**config.mk**
```make
export PLATFORM = sky130hd
export DESIGN_NAME = ssr_unit
export DESIGN_NICKNAME = d
export VERILOG_FILES = /design/src/rtl/ssr_pkg.sv /design/src/rtl/ssr_addr.sv /design/src/rtl/ssr_brk.sv /design/src/rtl/ssr_seq.sv /design/src/rtl/ssr_unit.sv
export SDC_FILE = /design/constraint.sdc
export NUM_CORES = 1
export LEC_CHECK = 0
export BUFFER_PORTS_ARGS = -buffer_cell sky130_fd_sc_hd__buf_4
export CAP_MARGIN = 20
export CORE_ASPECT_RATIO = 1.5
export CORE_MARGIN = 5
export CORE_UTILIZATION = 45
export DETAILED_ROUTE_END_ITERATION = 10
export PLACE_DENSITY_LB_ADDON = 0.2
export SLEW_MARGIN = 20
export SYNTH_ARGS = -nofsm -noshare
export SYNTH_HDL_FRONTEND = slang
export SYNTH_HIERARCHICAL = 1
export SYNTH_SLANG_ARGS = --single-unit
```
**constraint.sdc**
```tcl
create_clock -name clk -period 4.9 [get_ports clk]
set_input_delay 0.735 -clock clk [delete_from_list [all_inputs] [get_ports clk]]
set_output_delay 0.735 -clock clk [all_outputs]
set_load 0.02 [all_outputs]
```
**src/rtl/ssr_pkg.sv**
```systemverilog
package ssr_pkg;

  // Sequencer phases
  typedef enum logic [3:0] {
    PH_IDLE,
    PH_SV_STK,   // save: copy one stack entry per cycle
    PH_SV_SP,    // save: write packed pointer word
    PH_SV_DL,    // save: write destination link
    PH_RS_SL,    // restore: read source link
    PH_RS_DL,    // restore: read destination link, capture source link
    PH_RS_SP,    // restore: read pointer word, capture destination link
    PH_RS_CAP,   // restore: unpack pointer word
    PH_LD_RD,    // restore: read one vector word
    PH_LD_WR,    // restore: write it to the stack
    PH_RS_FIN    // restore: reload stack pointer
  } ssr_phase_e;

  // Packed pointer word layout: pointer low, break byte above it
  localparam int unsigned PTR_FIELD_W = 8;
  localparam int unsigned BRK_FIELD_W = 8;
  localparam int unsigned BRK_LSB     = PTR_FIELD_W;

endpackage

```
**src/rtl/ssr_addr.sv**
```systemverilog
module ssr_addr
  import ssr_pkg::*;
#(
  parameter int unsigned DEPTH  = 14,
  parameter int unsigned ADDR_W = 16,
  parameter int unsigned IDX_W  = 8
) (
  input  ssr_phase_e        phase,
  input  logic [ADDR_W-1:0] base,
  input  logic [IDX_W-1:0]  idx,
  output logic [ADDR_W-1:0] addr,
  output logic [ADDR_W-1:0] tail_addr
);

  // Word holding stack entry idx+1
  function automatic logic [ADDR_W-1:0] entry_word(input logic [ADDR_W-1:0] b,
                                                   input logic [IDX_W-1:0] i);
    return b + ADDR_W'(i);
  endfunction

  // Control word k above the stack area (0 pointer, 1 dest, 2 source)
  function automatic logic [ADDR_W-1:0] ctrl_word(input logic [ADDR_W-1:0] b,
                                                  input int unsigned k);
    return b + ADDR_W'(DEPTH) + ADDR_W'(k);
  endfunction

  always_comb begin
    case (phase)
      PH_SV_STK, PH_LD_RD: addr = entry_word(base, idx);
      PH_SV_SP,  PH_RS_SP: addr = ctrl_word(base, 0);
      PH_SV_DL,  PH_RS_DL: addr = ctrl_word(base, 1);
      PH_RS_SL:            addr = ctrl_word(base, 2);
      default:             addr = base;
    endcase
  end

  assign tail_addr = ctrl_word(base, 2);

endmodule

```
**src/rtl/ssr_brk.sv**
```systemverilog
module ssr_brk
  import ssr_pkg::*;
(
  input  logic                   clk,
  input  logic                   rst_n,
  input  logic                   cap_en,
  input  logic [BRK_FIELD_W-1:0] cap_byte,
  output logic [BRK_FIELD_W-1:0] brk_instr,
  output logic                   brk_pending
);

  always_ff @(posedge clk or negedge rst_n) begin
    if (!rst_n) begin
      brk_instr   <= '0;
      brk_pending <= 1'b0;
    end else if (cap_en) begin
      brk_instr   <= cap_byte;
      brk_pending <= 1'b1;
    end
  end

  // a captured byte shows up as pending the following cycle
  p_capture_r7: assert property (@(posedge clk) disable iff (!rst_n)
    cap_en |=> (brk_pending && brk_instr == $past(cap_byte)));

  // without a capture the break register holds its value
  p_hold_r7: assert property (@(posedge clk) disable iff (!rst_n)
    !cap_en |=> $stable(brk_instr));

  // a pending break stays pending
  p_sticky_r7: assert property (@(posedge clk) disable iff (!rst_n)
    brk_pending |=> brk_pending);

endmodule

```
**src/rtl/ssr_seq.sv**
```systemverilog
module ssr_seq
  import ssr_pkg::*;
#(
  parameter int unsigned DEPTH  = 14,
  parameter int unsigned WORD_W = 16,
  parameter int unsigned ADDR_W = 16,
  parameter int unsigned STK_AW = 5
) (
  input  logic                   clk,
  input  logic                   rst_n,
  input  logic                   cmd_valid,
  input  logic                   cmd_restore,
  input  logic [ADDR_W-1:0]      cmd_base,
  input  logic [WORD_W-1:0]      cmd_dlink,
  input  logic [PTR_FIELD_W-1:0] cur_sp,
  input  logic [WORD_W-1:0]      mem_rdata,
  input  logic [WORD_W-1:0]      stk_rdata,
  input  logic [ADDR_W-1:0]      tail_addr,
  input  logic [ADDR_W-1:0]      mem_addr,
  output ssr_phase_e             phase,
  output logic [ADDR_W-1:0]      base_q,
  output logic [PTR_FIELD_W-1:0] idx_q,
  output logic                   mem_rd_en,
  output logic                   mem_wr_en,
  output logic [WORD_W-1:0]      mem_wdata,
  output logic                   stk_we,
  output logic [STK_AW-1:0]      stk_addr,
  output logic [WORD_W-1:0]      stk_wdata,
  output logic                   sp_we,
  output logic [PTR_FIELD_W-1:0] sp_wdata,
  output logic                   done,
  output logic                   err,
  output logic                   busy,
  output logic [WORD_W-1:0]      dlink_q,
  output logic [WORD_W-1:0]      slink_q,
  output logic [ADDR_W-1:0]      end_q,
  output logic                   cap_en,
  output logic [BRK_FIELD_W-1:0] cap_byte
);

  localparam int unsigned SPW = PTR_FIELD_W;
  localparam logic [SPW-1:0] SP_LIMIT = SPW'(DEPTH);

  ssr_phase_e     ph_q, ph_d;
  logic [SPW-1:0] sp_q;

  // Named internal events
  logic           accept_save, accept_rest;
  logic           sp_bad_save, sp_bad_rest;
  logic           last_entry;
  logic [SPW-1:0] rd_ptr;
  logic [BRK_FIELD_W-1:0] rd_brk;

  function automatic logic is_last(input logic [SPW-1:0] i, input logic [SPW-1:0] sp);
    return ({1'b0, i} == ({1'b0, sp} + 1'b1));
  endfunction

  function automatic logic [STK_AW-1:0] entry_slot(input logic [SPW-1:0] i);
    return STK_AW'({1'b0, i} + 1'b1);
  endfunction

  assign accept_save = (ph_q == PH_IDLE) && cmd_valid && !cmd_restore;
  assign accept_rest = (ph_q == PH_IDLE) && cmd_valid &&  cmd_restore;
  assign sp_bad_save = cur_sp > SP_LIMIT;
  assign rd_ptr      = mem_rdata[SPW-1:0];
  assign rd_brk      = mem_rdata[BRK_LSB +: BRK_FIELD_W];
  assign sp_bad_rest = rd_ptr > SP_LIMIT;
  assign last_entry  = is_last(idx_q, sp_q);

  assign phase = ph_q;
  assign busy  = (ph_q != PH_IDLE);

  // Next phase
  always_comb begin
    ph_d = ph_q;
    case (ph_q)
      PH_IDLE:   if (accept_save && !sp_bad_save) ph_d = PH_SV_STK;
                 else if (accept_rest)            ph_d = PH_RS_SL;
      PH_SV_STK: if (last_entry) ph_d = PH_SV_SP;
      PH_SV_SP:  ph_d = PH_SV_DL;
      PH_SV_DL:  ph_d = PH_IDLE;
      PH_RS_SL:  ph_d = PH_RS_DL;
      PH_RS_DL:  ph_d = PH_RS_SP;
      PH_RS_SP:  ph_d = PH_RS_CAP;
      PH_RS_CAP: ph_d = sp_bad_rest ? PH_IDLE : PH_LD_RD;
      PH_LD_RD:  ph_d = PH_LD_WR;
      PH_LD_WR:  ph_d = last_entry ? PH_RS_FIN : PH_LD_RD;
      PH_RS_FIN: ph_d = PH_IDLE;
      default:   ph_d = PH_IDLE;
    endcase
  end

  // Port drive
  always_comb begin
    mem_rd_en = 1'b0;
    mem_wr_en = 1'b0;
    mem_wdata = '0;
    stk_we    = 1'b0;
    stk_addr  = entry_slot(idx_q);
    stk_wdata = mem_rdata;
    sp_we     = 1'b0;
    sp_wdata  = '0;
    case (ph_q)
      PH_SV_STK: begin
        mem_wr_en = 1'b1;
        mem_wdata = stk_rdata;
      end
      PH_SV_SP: begin
        mem_wr_en = 1'b1;
        mem_wdata[SPW-1:0] = sp_q;
      end
      PH_SV_DL: begin
        mem_wr_en = 1'b1;
        mem_wdata = dlink_q;
        sp_we     = 1'b1;
      end
      PH_RS_SL, PH_RS_DL, PH_RS_SP, PH_LD_RD: mem_rd_en = 1'b1;
      PH_LD_WR:  stk_we = 1'b1;
      PH_RS_FIN: begin
        sp_we    = 1'b1;
        sp_wdata = sp_q;
      end
      default: ;
    endcase
  end

  assign cap_en   = (ph_q == PH_RS_CAP) && !sp_bad_rest && (rd_brk != '0);
  assign cap_byte = rd_brk;

  always_ff @(posedge clk or negedge rst_n) begin
    if (!rst_n) begin
      ph_q    <= PH_IDLE;
      base_q  <= '0;
      idx_q   <= '0;
      sp_q    <= '0;
      dlink_q <= '0;
      slink_q <= '0;
      end_q   <= '0;
      done    <= 1'b0;
      err     <= 1'b0;
    end else begin
      ph_q <= ph_d;
      done <= 1'b0;
      err  <= 1'b0;
      case (ph_q)
        PH_IDLE: begin
          if (cmd_valid) begin
            base_q <= cmd_base;
            idx_q  <= '0;
          end
          if (accept_save) begin
            dlink_q <= cmd_dlink;
            sp_q    <= cur_sp;
            if (sp_bad_save) begin
              done <= 1'b1;
              err  <= 1'b1;
            end
          end
        end
        PH_SV_STK: if (!last_entry) idx_q <= idx_q + 1'b1;
        PH_SV_DL: begin
          end_q <= tail_addr;
          done  <= 1'b1;
        end
        PH_RS_DL: slink_q <= mem_rdata;
        PH_RS_SP: dlink_q <= mem_rdata;
        PH_RS_CAP: begin
          sp_q  <= rd_ptr;
          idx_q <= '0;
          if (sp_bad_rest) begin
            done <= 1'b1;
            err  <= 1'b1;
          end
        end
        PH_LD_WR: if (!last_entry) idx_q <= idx_q + 1'b1;
        PH_RS_FIN: done <= 1'b1;
        default: ;
      endcase
    end
  end

  // an out-of-range save ends at once with an error and no writes
  p_guard_save_r1: assert property (@(posedge clk) disable iff (!rst_n)
    (accept_save && sp_bad_save) |=> (done && err && !mem_wr_en && !sp_we));

  // the memory port never reads and writes together
  p_port_excl_r2: assert property (@(posedge clk) disable iff (!rst_n)
    !(mem_rd_en && mem_wr_en));

  // the destination link write is right after the pointer word write
  p_ctrl_order_r3: assert property (@(posedge clk) disable iff (!rst_n)
    (ph_q == PH_SV_SP) |=> (mem_wr_en && mem_addr == $past(mem_addr) + 1'b1));

  // stack writes stay within entries 1..DEPTH+2
  p_stk_range_r6: assert property (@(posedge clk) disable iff (!rst_n)
    stk_we |-> (stk_addr >= STK_AW'(1) && stk_addr <= STK_AW'(DEPTH + 2)));

  // a bad restored pointer ends the command without stack writes
  p_bad_restore_r8: assert property (@(posedge clk) disable iff (!rst_n)
    (ph_q == PH_RS_CAP && sp_bad_rest) |=> (done && err && !stk_we && !sp_we));

  // done is one cycle wide and err only accompanies it
  p_done_pulse_r9: assert property (@(posedge clk) disable iff (!rst_n)
    done |=> !done);
  p_err_with_done_r9: assert property (@(posedge clk) disable iff (!rst_n)
    err |-> done);

endmodule

```
**src/rtl/ssr_unit.sv**
```systemverilog
module ssr_unit
  import ssr_pkg::*;
#(
  parameter int unsigned DEPTH  = 14,
  parameter int unsigned WORD_W = 16,
  parameter int unsigned ADDR_W = 16,
  localparam int unsigned STK_AW = $clog2(DEPTH + 3)
) (
  input  logic                   clk,
  input  logic                   rst_n,
  input  logic                   cmd_valid,
  input  logic                   cmd_restore,
  input  logic [ADDR_W-1:0]      cmd_base,
  input  logic [WORD_W-1:0]      cmd_dlink,
  output logic                   busy,
  output logic                   done,
  output logic                   err,
  output logic [WORD_W-1:0]      dlink_o,
  output logic [WORD_W-1:0]      slink_o,
  output logic [ADDR_W-1:0]      end_addr,
  output logic [ADDR_W-1:0]      mem_addr,
  output logic                   mem_rd_en,
  output logic                   mem_wr_en,
  output logic [WORD_W-1:0]      mem_wdata,
  input  logic [WORD_W-1:0]      mem_rdata,
  output logic [STK_AW-1:0]      stk_addr,
  output logic                   stk_we,
  output logic [WORD_W-1:0]      stk_wdata,
  input  logic [WORD_W-1:0]      stk_rdata,
  input  logic [7:0]             cur_sp,
  output logic                   sp_we,
  output logic [7:0]             sp_wdata,
  output logic [7:0]             brk_instr,
  output logic                   brk_pending
);

  ssr_phase_e             phase;
  logic [ADDR_W-1:0]      base_q;
  logic [PTR_FIELD_W-1:0] idx_q;
  logic [ADDR_W-1:0]      tail_addr;
  logic                   cap_en;
  logic [BRK_FIELD_W-1:0] cap_byte;

  ssr_addr #(.DEPTH(DEPTH), .ADDR_W(ADDR_W), .IDX_W(PTR_FIELD_W)) u_addr (
    .phase     (phase),
    .base      (base_q),
    .idx       (idx_q),
    .addr      (mem_addr),
    .tail_addr (tail_addr)
  );

  ssr_seq #(.DEPTH(DEPTH), .WORD_W(WORD_W), .ADDR_W(ADDR_W), .STK_AW(STK_AW)) u_seq (
    .clk         (clk),
    .rst_n       (rst_n),
    .cmd_valid   (cmd_valid),
    .cmd_restore (cmd_restore),
    .cmd_base    (cmd_base),
    .cmd_dlink   (cmd_dlink),
    .cur_sp      (cur_sp),
    .mem_rdata   (mem_rdata),
    .stk_rdata   (stk_rdata),
    .tail_addr   (tail_addr),
    .mem_addr    (mem_addr),
    .phase       (phase),
    .base_q      (base_q),
    .idx_q       (idx_q),
    .mem_rd_en   (mem_rd_en),
    .mem_wr_en   (mem_wr_en),
    .mem_wdata   (mem_wdata),
    .stk_we      (stk_we),
    .stk_addr    (stk_addr),
    .stk_wdata   (stk_wdata),
    .sp_we       (sp_we),
    .sp_wdata    (sp_wdata),
    .done        (done),
    .err         (err),
    .busy        (busy),
    .dlink_q     (dlink_o),
    .slink_q     (slink_o),
    .end_q       (end_addr),
    .cap_en      (cap_en),
    .cap_byte    (cap_byte)
  );

  ssr_brk u_brk (
    .clk         (clk),
    .rst_n       (rst_n),
    .cap_en      (cap_en),
    .cap_byte    (cap_byte),
    .brk_instr   (brk_instr),
    .brk_pending (brk_pending)
  );

endmodule

```
* Yosys cells after proc, flatten, opt, wreduce, memory -nomap -nowiden
Cells that the tools add are included.
** Word-level totals
- Flip-flop bits (word level) :: 95
- Bits in latches :: 0
- Bits in writable memories :: 0
- ROM bits :: 0
- Word-level logic and storage cells :: 89
- Memories :: 0
** Operators by class
- $add $sub $neg :: 7
- Multipliers :: 0
- Divide/modulo/power cells :: 0
- $lt $le $gt $ge :: 2
- Equality and inequality tests :: 16
- Shift operators :: 0
- Mux-type cells :: 26
- Bitwise operators :: 0
- Reductions and logical operators :: 27
** Operator list (number)
- one-hot mux 16 bit (4 select lines) :: 1
- one-hot mux 8 bit (3 select lines) :: 2
- one-hot mux 4 bit (9 select lines) :: 1
- two-way mux 8 bit :: 4
- one-hot mux 16 bit (2 select lines) :: 1
- one-hot mux 8 bit (2 select lines) :: 2
- adder 16 x 1 -> 16 bit, second input constant :: 1
- adder 16 x 2 -> 16 bit, second input constant :: 1
- adder 16 x 4 -> 16 bit, second input constant :: 1
- adder 16 x 8 -> 16 bit :: 1
- equality test 4 x 3 -> 1 bit, second input constant :: 4
- greater-than comparator 8 x 4 -> 1 bit, second input constant :: 2
- two-way mux 16 bit :: 1
- two-way mux 4 bit :: 4
- equality test 4 bit, second input constant :: 3
- OR reduction 2 bit :: 5
- adder 8 x 1 -> 9 bit, second input constant :: 1
- equality test 8 x 9 -> 1 bit :: 1
- adder 8 x 1 -> 8 bit, second input constant :: 1
- equality test 4 x 2 -> 1 bit, second input constant :: 2
- AND reduction 2 bit :: 4
- nonzero test 8 bit :: 1
- two-way mux 1 bit :: 7
- logical AND 1 bit :: 6
- other kinds (16) :: 21

* Depth between registers and ports, before layout
Gate-level depths: netlist of the first run.
- Depth after elaboration :: 6
- Gate-level depth with buffers :: 13
- Mapped depth without buffers :: 11

* Hierarchy
Netlist of the first run, hierarchy kept.
** Modules (own cells, without submodules)
- ssr_seq :: times used 1, cells each 414, area an instance 4459.3 um2
- ssr_addr :: times used 1, cells each 319, area an instance 2088.3 um2
- ssr_brk :: times used 1, cells each 19, area an instance 362.8 um2

* Worst setup path after synthesis of the first run
OpenSTA, ideal clock, no wires.
- Path kind :: register -> output
- Start point :: register u_seq.base_q[1]
- End point :: output port mem_addr[15]
- Data arrival time :: 3230 ps
- Required time :: 4165 ps
- Path slack :: 935 ps
- Stages on the path, launching flop included :: 14
- Cell sequence :: dfrtp_1 buf_2 inv_1 ha_1 buf_2 nor4b_2 o21ba_2 or3_1 and4_1 buf_2 and3_1 o31ai_1 a211oi_1 a211oi_1
** Between the ends
- Word-level cells in the longest chain between the ends :: 3
** RTL lines
- start, declared :: RTL line ssr_seq.sv:21 : output logic [ADDR_W-1:0] base_q,
- start signal, assigned :: RTL line ssr_seq.sv:148 : base_q <= cmd_base;
- adder 16 x 4 -> 16 bit :: RTL line ssr_addr.sv:24 : return b + ADDR_W'(DEPTH) + ADDR_W'(k);
- adder 16 x 2 -> 16 bit / adder 16 x 1 -> 16 bit (equally long branches) :: RTL line ssr_addr.sv:24
- one-hot mux 16 bit (4 select lines) * :: RTL line ssr_addr.sv:28 : case (phase)
- end, declared :: RTL line ssr_unit.sv:21 : output logic [ADDR_W-1:0] mem_addr,
Every way passes the cells marked *; elsewhere a longest branch is shown, timed or not.

* Worst setup path after layout of the first run
- Start point :: register u_seq.base_q[2]
- End point :: output port mem_addr[14]
Same word-level chain as after synthesis.

==> results_dict.tcl, run 1 <==
set metrics [dict create \
    run_status "completed" \
    finalHoldViolCount 0 \
    viasPerCell 5.78 \
    insertion_delay_ns 0.34 \
    synth-seq-cells 95 \
    ctsHoldBuffers 0 \
    die_area_um2 18000 \
    avgSynthCellArea_um2 9.19 \
    arrival_ns 3.81 \
    tns_ns 0 \
    period_minus_slack_ns 4.54 \
    clk_pin_slew_ns 0.07 \
    wl_per_cell_um 19.7 \
    worst_setup_path_start_kind "flop" \
    yosysWarnings 6 \
    multi_input_area_um2 4050 \
    rsz0062_at_grt "false" \
    hold_start "u_brk/brk_pending" \
    cts_tree "yes" \
    syn-instance-count 752 \
    nFillCells 1403 \
    reg2reg_slack_ns 1.56 \
    post-route-util_pct 57.5 \
    fp-row-count 55 \
    firstDrtPassIters 5 \
    r2r-start "u_seq/base_q[2]" \
    chipWidth_um 111 \
    cts_sinks 95 \
    grt_overflow 0 \
    postCtsSetupBuffers 0 \
    worst_slew_pin_slew_ns 1.20 \
    max-clock-path-buffers 2 \
    maxCapViolCount 0 \
    postCtsResizedCells 0 \
    hold_slack_ns 0.473 \
    area_growth_pct 25.4 \
    r2r.worst_path.cells 9 \
    mostFrequentLayoutCell "buf_4" \
    vdd_drop_max_v 0.000313 \
    grt_first_pass_wirelength_mm 34.9 \
    grt_pass1_vias 6733 \
    worstReg2RegEnd "u_seq/end_q[14]" \
    synth-edff-count 0 \
    cp_max_fo 9 \
    syn_area_um2 6910 \
    hold_depth 1 \
    cts_made_buffers 9 \
    hold_path.class "reg2reg" \
    drive_gt1_share_pct 33.9 \
    critical_path_class "reg2out" \
    antenna_found_initial 0 \
    whs_endpoint "u_brk/brk_pending" \
    final_antenna_net_count 0 \
    gr-usage-all-layers_pct 23.7 \
    pwr_density_cell_nw_per_um2 727 \
    synth_cell_types 76 \
    grt_max_degree 65 \
    route.detailed.drc 0 \
    max_freq_ghz 0.220 \
    p_leak_nw 4.00 \
    final_nets 993 \
    critPathCaptureType "primary output" \
    async_flop_share_pct 100 \
    drt_iter0_drc 384 \
    ys.flop_type "dfrtp_1" \
    dp_hpwl_mm 16.6 \
    seq_area_um2 2380 \
    clock_skew_ns 0.00434 \
    vias 6396 \
    port_buffers 200 \
    ioPinCount 201 \
    worstPathRequired_ns 4.16 \
    final-setup-viol-count 0 \
    initial_utilization_pct 45.9 \
    clockRootBuffer "clkbuf_16" \
    slew_violations 0 \
    synth_seq_area_share_pct 34.4 \
    most-common-layout-cells "buf_4, dfrtp_1, nand2_1" \
    cts_htree_levels 3 \
    core_area_um2 15100 \
    insertedDiodeCount 0 \
    wl_mm 21.8 \
    period_share_pct 92.7 \
    die_y_um 162 \
    routabilityCongestion 0.992 \
    timing.slew.headroom_pct 19.6 \
    total_power_mw 6.30 \
    synth_fp_nets 842 \
]
how the worst max path moves through the flow:
stage                     cells past startpoint            start  slack (ns)            to
after CTS                                    11  u_seq/base_q[2]        0.41  mem_addr[14]
final                                        11  u_seq/base_q[2]        0.36  mem_addr[14]
after floorplan                              13  u_seq/base_q[1]        0.93  mem_addr[15]
after detailed placement                     11  u_seq/base_q[2]        0.79  mem_addr[14]
after global placement                       11  u_seq/base_q[2]        0.82  mem_addr[15]
after global routing                         11  u_seq/base_q[2]        0.05  mem_addr[14]
per-layer routing:
layer | track usage [%] | vias to the layer above | wire (um)
li1 | - | 3009 | -
met1 | 26.3 | 3044 | 8010
met2 | 43.7 | 294 | 11400
met3 | 5.03 | 49 | 1690
met4 | 10.0 | 0 | 709
met5 | 0 | - | 0
per-stage QoR:
stage          worst slack (ns)  area [um2]  std cells
2_1_floorplan             0.935        6910        752
5_1_grt                  0.0529        8670       1107
3_5_place_dp              0.791        8350       1091
3_3_place_gp              0.820        8350       1091
6_report                  0.357        8670       1107
4_1_cts                   0.414        8660       1107
layout make-up:
| type | count | area share (%) |
|---|---|---|
| clock buffers | 9 | 2.60 |
| clock inverters | 7 | 1.01 |
| well taps | 199 | 2.87 |
| multi-input cells | 563 | 46.7 |
| repair buffers | 214 | 18.5 |
| flip-flops and latches | 95 | 27.4 |
| inverters | 20 | 0.866 |
state kept, by name, indices dropped and copies added, names as in the netlist:
name	count
u_seq/base_q	16
u_seq/dlink_q	16
u_seq/end_q	16
u_seq/slink_q	16
u_brk/brk_instr	8
u_seq/idx_q	8
u_seq/sp_q	8
u_seq/phase	4
u_brk/brk_pending	1
u_seq/done	1
u_seq/err	1
critical path: stages (launching register included):
cell	delay, ns
dfrtp_1	0.49
inv_1	0.14
ha_1	0.17
nor2b_1	0.62
nor2_1	0.14
nor3_1	0.33
nand2_1	0.31
or4_1	0.61
a31oi_1	0.23
o221ai_1	0.15
o21a_1	0.14
buf_4	0.15
power breakdown:
| part | total (mW) | switching (mW) | internal (mW) |
|---|---|---|---|
| Sequential | 1.61 | 0.473 | 1.13 |
| Combinational | 3.95 | 2.26 | 1.69 |
| Clock | 0.742 | 0.334 | 0.409 |
| Total | 6.30 | 3.07 | 3.23 |
cells in the mapped netlist, types with 8 or more instances:
cell type / n / area, um2
nor2b_1: 8 / 50.1
ha_1: 13 / 163
a21oi_1: 28 / 140
and2_1: 14 / 87.6
xnor2_1: 30 / 263
nand2_1: 74 / 278
o21ai_0: 50 / 250
mux2i_1: 25 / 250
mux2_2: 48 / 541
nor4_1: 12 / 75.1
a22o_1: 8 / 70.1
and3_1: 8 / 50.1
mux2_4: 8 / 120
inv_1: 20 / 75.1
dfrtp_1: 95 / 2380
clkbuf_1: 29 / 109
nand3_1: 23 / 115
xor2_1: 22 / 193
buf_4: 26 / 195
a222oi_1: 8 / 80.1
nor2_1: 31 / 116
buf_2: 15 / 75.1
nor3_1: 15 / 75.1
cell families after synthesis:
family                   count (synthesis)  synth area share (%)
flip-flops                              95                  34.4
AO/OA/AOI/OAI                          174                  17.1
adder cells (fa/ha/maj)                 14                  2.64
XOR/XNOR                                53                  6.83
multiplexers                            81                  13.2
buffers and inverters                   94                  7.22
AND/OR/NAND/NOR                        241                  18.7
Power figures use the tool's default switching activity.
==> run 2, diff against run 1 <==
Settings changed: CORE_UTILIZATION 45 to 53.
==> results_dict.tcl, run 2 (synthesis gave the netlist of run 1 again) <==
set metrics [dict create \
    final_antenna_net_count 0 \
    vdd_drop_max_v 0.000410 \
    slowest_delay_ns 0.65 \
    die_y_um 150 \
    grtUsageMet1_pct 32.8 \
    postCtsResizedCells 0 \
    tns_ns 0 \
    endpoint "mem_addr[15]" \
    r2r-start "u_seq/phase[2]" \
    core_area_um2 12900 \
    grt_overflow 0 \
    port_buffers 200 \
    p_leak_nw 4.00 \
    crit_buf_inv 2 \
    nFillCells 1050 \
    mostFrequentLayoutCell "buf_4" \
    cts_sinks 95 \
    max-clock-path-buffers 2 \
    wl_per_cell_um 21.4 \
    crit_path_cell_trace "inv_1, ha_1, nor2b_1, a21oi_1, o31ai_1, nand4bb_1, nor4_1, xor2_1, a211oi_1, a211oi_1, buf_4" \
    max_freq_ghz 0.214 \
    route.detailed.drc 0 \
    worst_setup_path_start_kind "flop" \
    reg2reg_slack_ns 1.39 \
    routabilityCongestion 0.926 \
    insertedDiodeCount 0 \
    dp.cells 1053 \
    arrival_ns 3.93 \
    worst_slew_pin_slew_ns 0.936 \
    wl_mm 22.9 \
    clock_skew_ns 0.00709 \
    final-setup-viol-count 0 \
    startpoint "u_seq/base_q[2]" \
    cts_tree "yes" \
    antenna_found_initial 0 \
    worstReg2RegEnd "u_brk/brk_instr[5]" \
    grt.met3_usage_pct 5.18 \
    slowest_stage "nor2b_1" \
    insertion_delay_ns 0.34 \
    grt_use_met2_pct 52.3 \
    chipWidth_um 103 \
    grt_max_degree 61 \
    run_status "completed" \
    fp-row-count 51 \
    rsz0062_at_grt "false" \
    final_nets 995 \
    pwr_density_cell_nw_per_um2 731 \
    period_minus_slack_ns 4.66 \
    finalHoldViolCount 0 \
    worstPathRequired_ns 4.16 \
    viasPerCell 6.16 \
    crit_family "simple AND/OR/NAND/NOR gates" \
    grt_pass1_vias 6910 \
    clockRootBuffer "clkbuf_16" \
    critPathCaptureType "primary output" \
    initial_utilization_pct 53.6 \
    slew_violations 0 \
    most-common-layout-cells "buf_4, dfrtp_1, nand2_1" \
    clk_pin_slew_ns 0.07 \
    maxCapViolCount 0 \
    worst_slack_ns 0.238 \
    gr-usage-all-layers_pct 29.4 \
    pre_cts_ws_ns 0.738 \
    dp_hpwl_mm 17.3 \
    drive_gt1_share_pct 34.1 \
    cpMostUsedCell "a211oi_1" \
    stdcell_count 1069 \
    firstDrtPassIters 5 \
    seq_area_um2 2380 \
    cp_num_cells 11 \
    postCtsSetupBuffers 0 \
    cts_made_buffers 9 \
    multi_input_area_um2 4060 \
    r2r.worst_path.cells 6 \
    period_share_pct 95.2 \
    cp_max_fo 9 \
    busiest_layer "met2" \
    cts_htree_levels 3 \
    ioPinCount 201 \
    die_area_um2 15500 \
    vias 6582 \
    timing.slew.headroom_pct 37.4 \
    hold_path.class "in2async" \
    area_growth_pct 24.5 \
    drt_iter0_drc 373 \
    grt_first_pass_wirelength_mm 35.5 \
    critical_path_class "reg2out" \
    ctsHoldBuffers 0 \
]
## run 2: changes by cell type in the layout (fill, tap and decap cells not counted)
cell / before / now
inv_6: 2 / 1
nor3_4: 0 / 1
clkinv_2: 0 / 3
nor3_1: 14 / 13
clkbuf_8: 0 / 1
bufinv_16: 1 / 0
buf_4: 214 / 216
inv_8: 2 / 0
clkbuf_1: 0 / 1
clkinv_4: 2 / 1
## run 2: routing by layer
layer	wire length, um	vias to the layer above
li1	-	3022
met1	8210	3176
met2	12100	320
met3	1560	64
met4	991	0
met5	0	-
## run 2: worst min-delay path by stage
stage	startpoint	endpoint	slack (ns)	depth (start not counted)
detailed placement	u_brk/brk_pending	u_brk/brk_pending	0.46	1
finish	rst_n	u_seq/end_q[5]	0.46	1
CTS	u_brk/brk_pending	u_brk/brk_pending	0.48	1
global placement	u_brk/brk_pending	u_brk/brk_pending	0.45	1
global route	u_brk/brk_pending	u_brk/brk_pending	0.52	1
floorplan	rst_n	u_brk/brk_instr[0]	0.44	0
## run 2: where the power goes
part | switching (mW) | leakage (nW) | internal (mW) | total [mW]
clock network | 0.315 | 0.140 | 0.359 | 0.674
logic | 2.32 | 2.68 | 1.70 | 4.01
registers | 0.464 | 1.18 | 1.13 | 1.60
## run 2: worst register-to-register path: stages, from the launching register on
cell and delay [ns]:
dfrtp_1 0.73, nand2b_1 0.33, nor2_1 0.79, nand3_1 0.36
a21oi_1 0.61, buf_4 0.27, mux2_4 0.30
## run 2: cell type report
cell class              count  area share, %
clock buffers              11           2.82
clock inverters             5          0.378
inverters                  20          0.872
multi-input cells         563           47.2
flip-flops and latches     95           27.6
well taps                 159           2.31
repair buffers            216           18.8
## run 2: through the flow
step	total power, mW	utilization [%]	cell area (um2)	hold slack (ns)
final	6.29	66.8	8610	0.461
after global routing	6.69	66.8	8610	0.518
after CTS	6.27	66.6	8590	0.480
after detailed placement	5.58	64.5	8310	0.457
after global placement	5.51	64.5	8310	0.453
after floorplan	4.10	-	6910	0.439
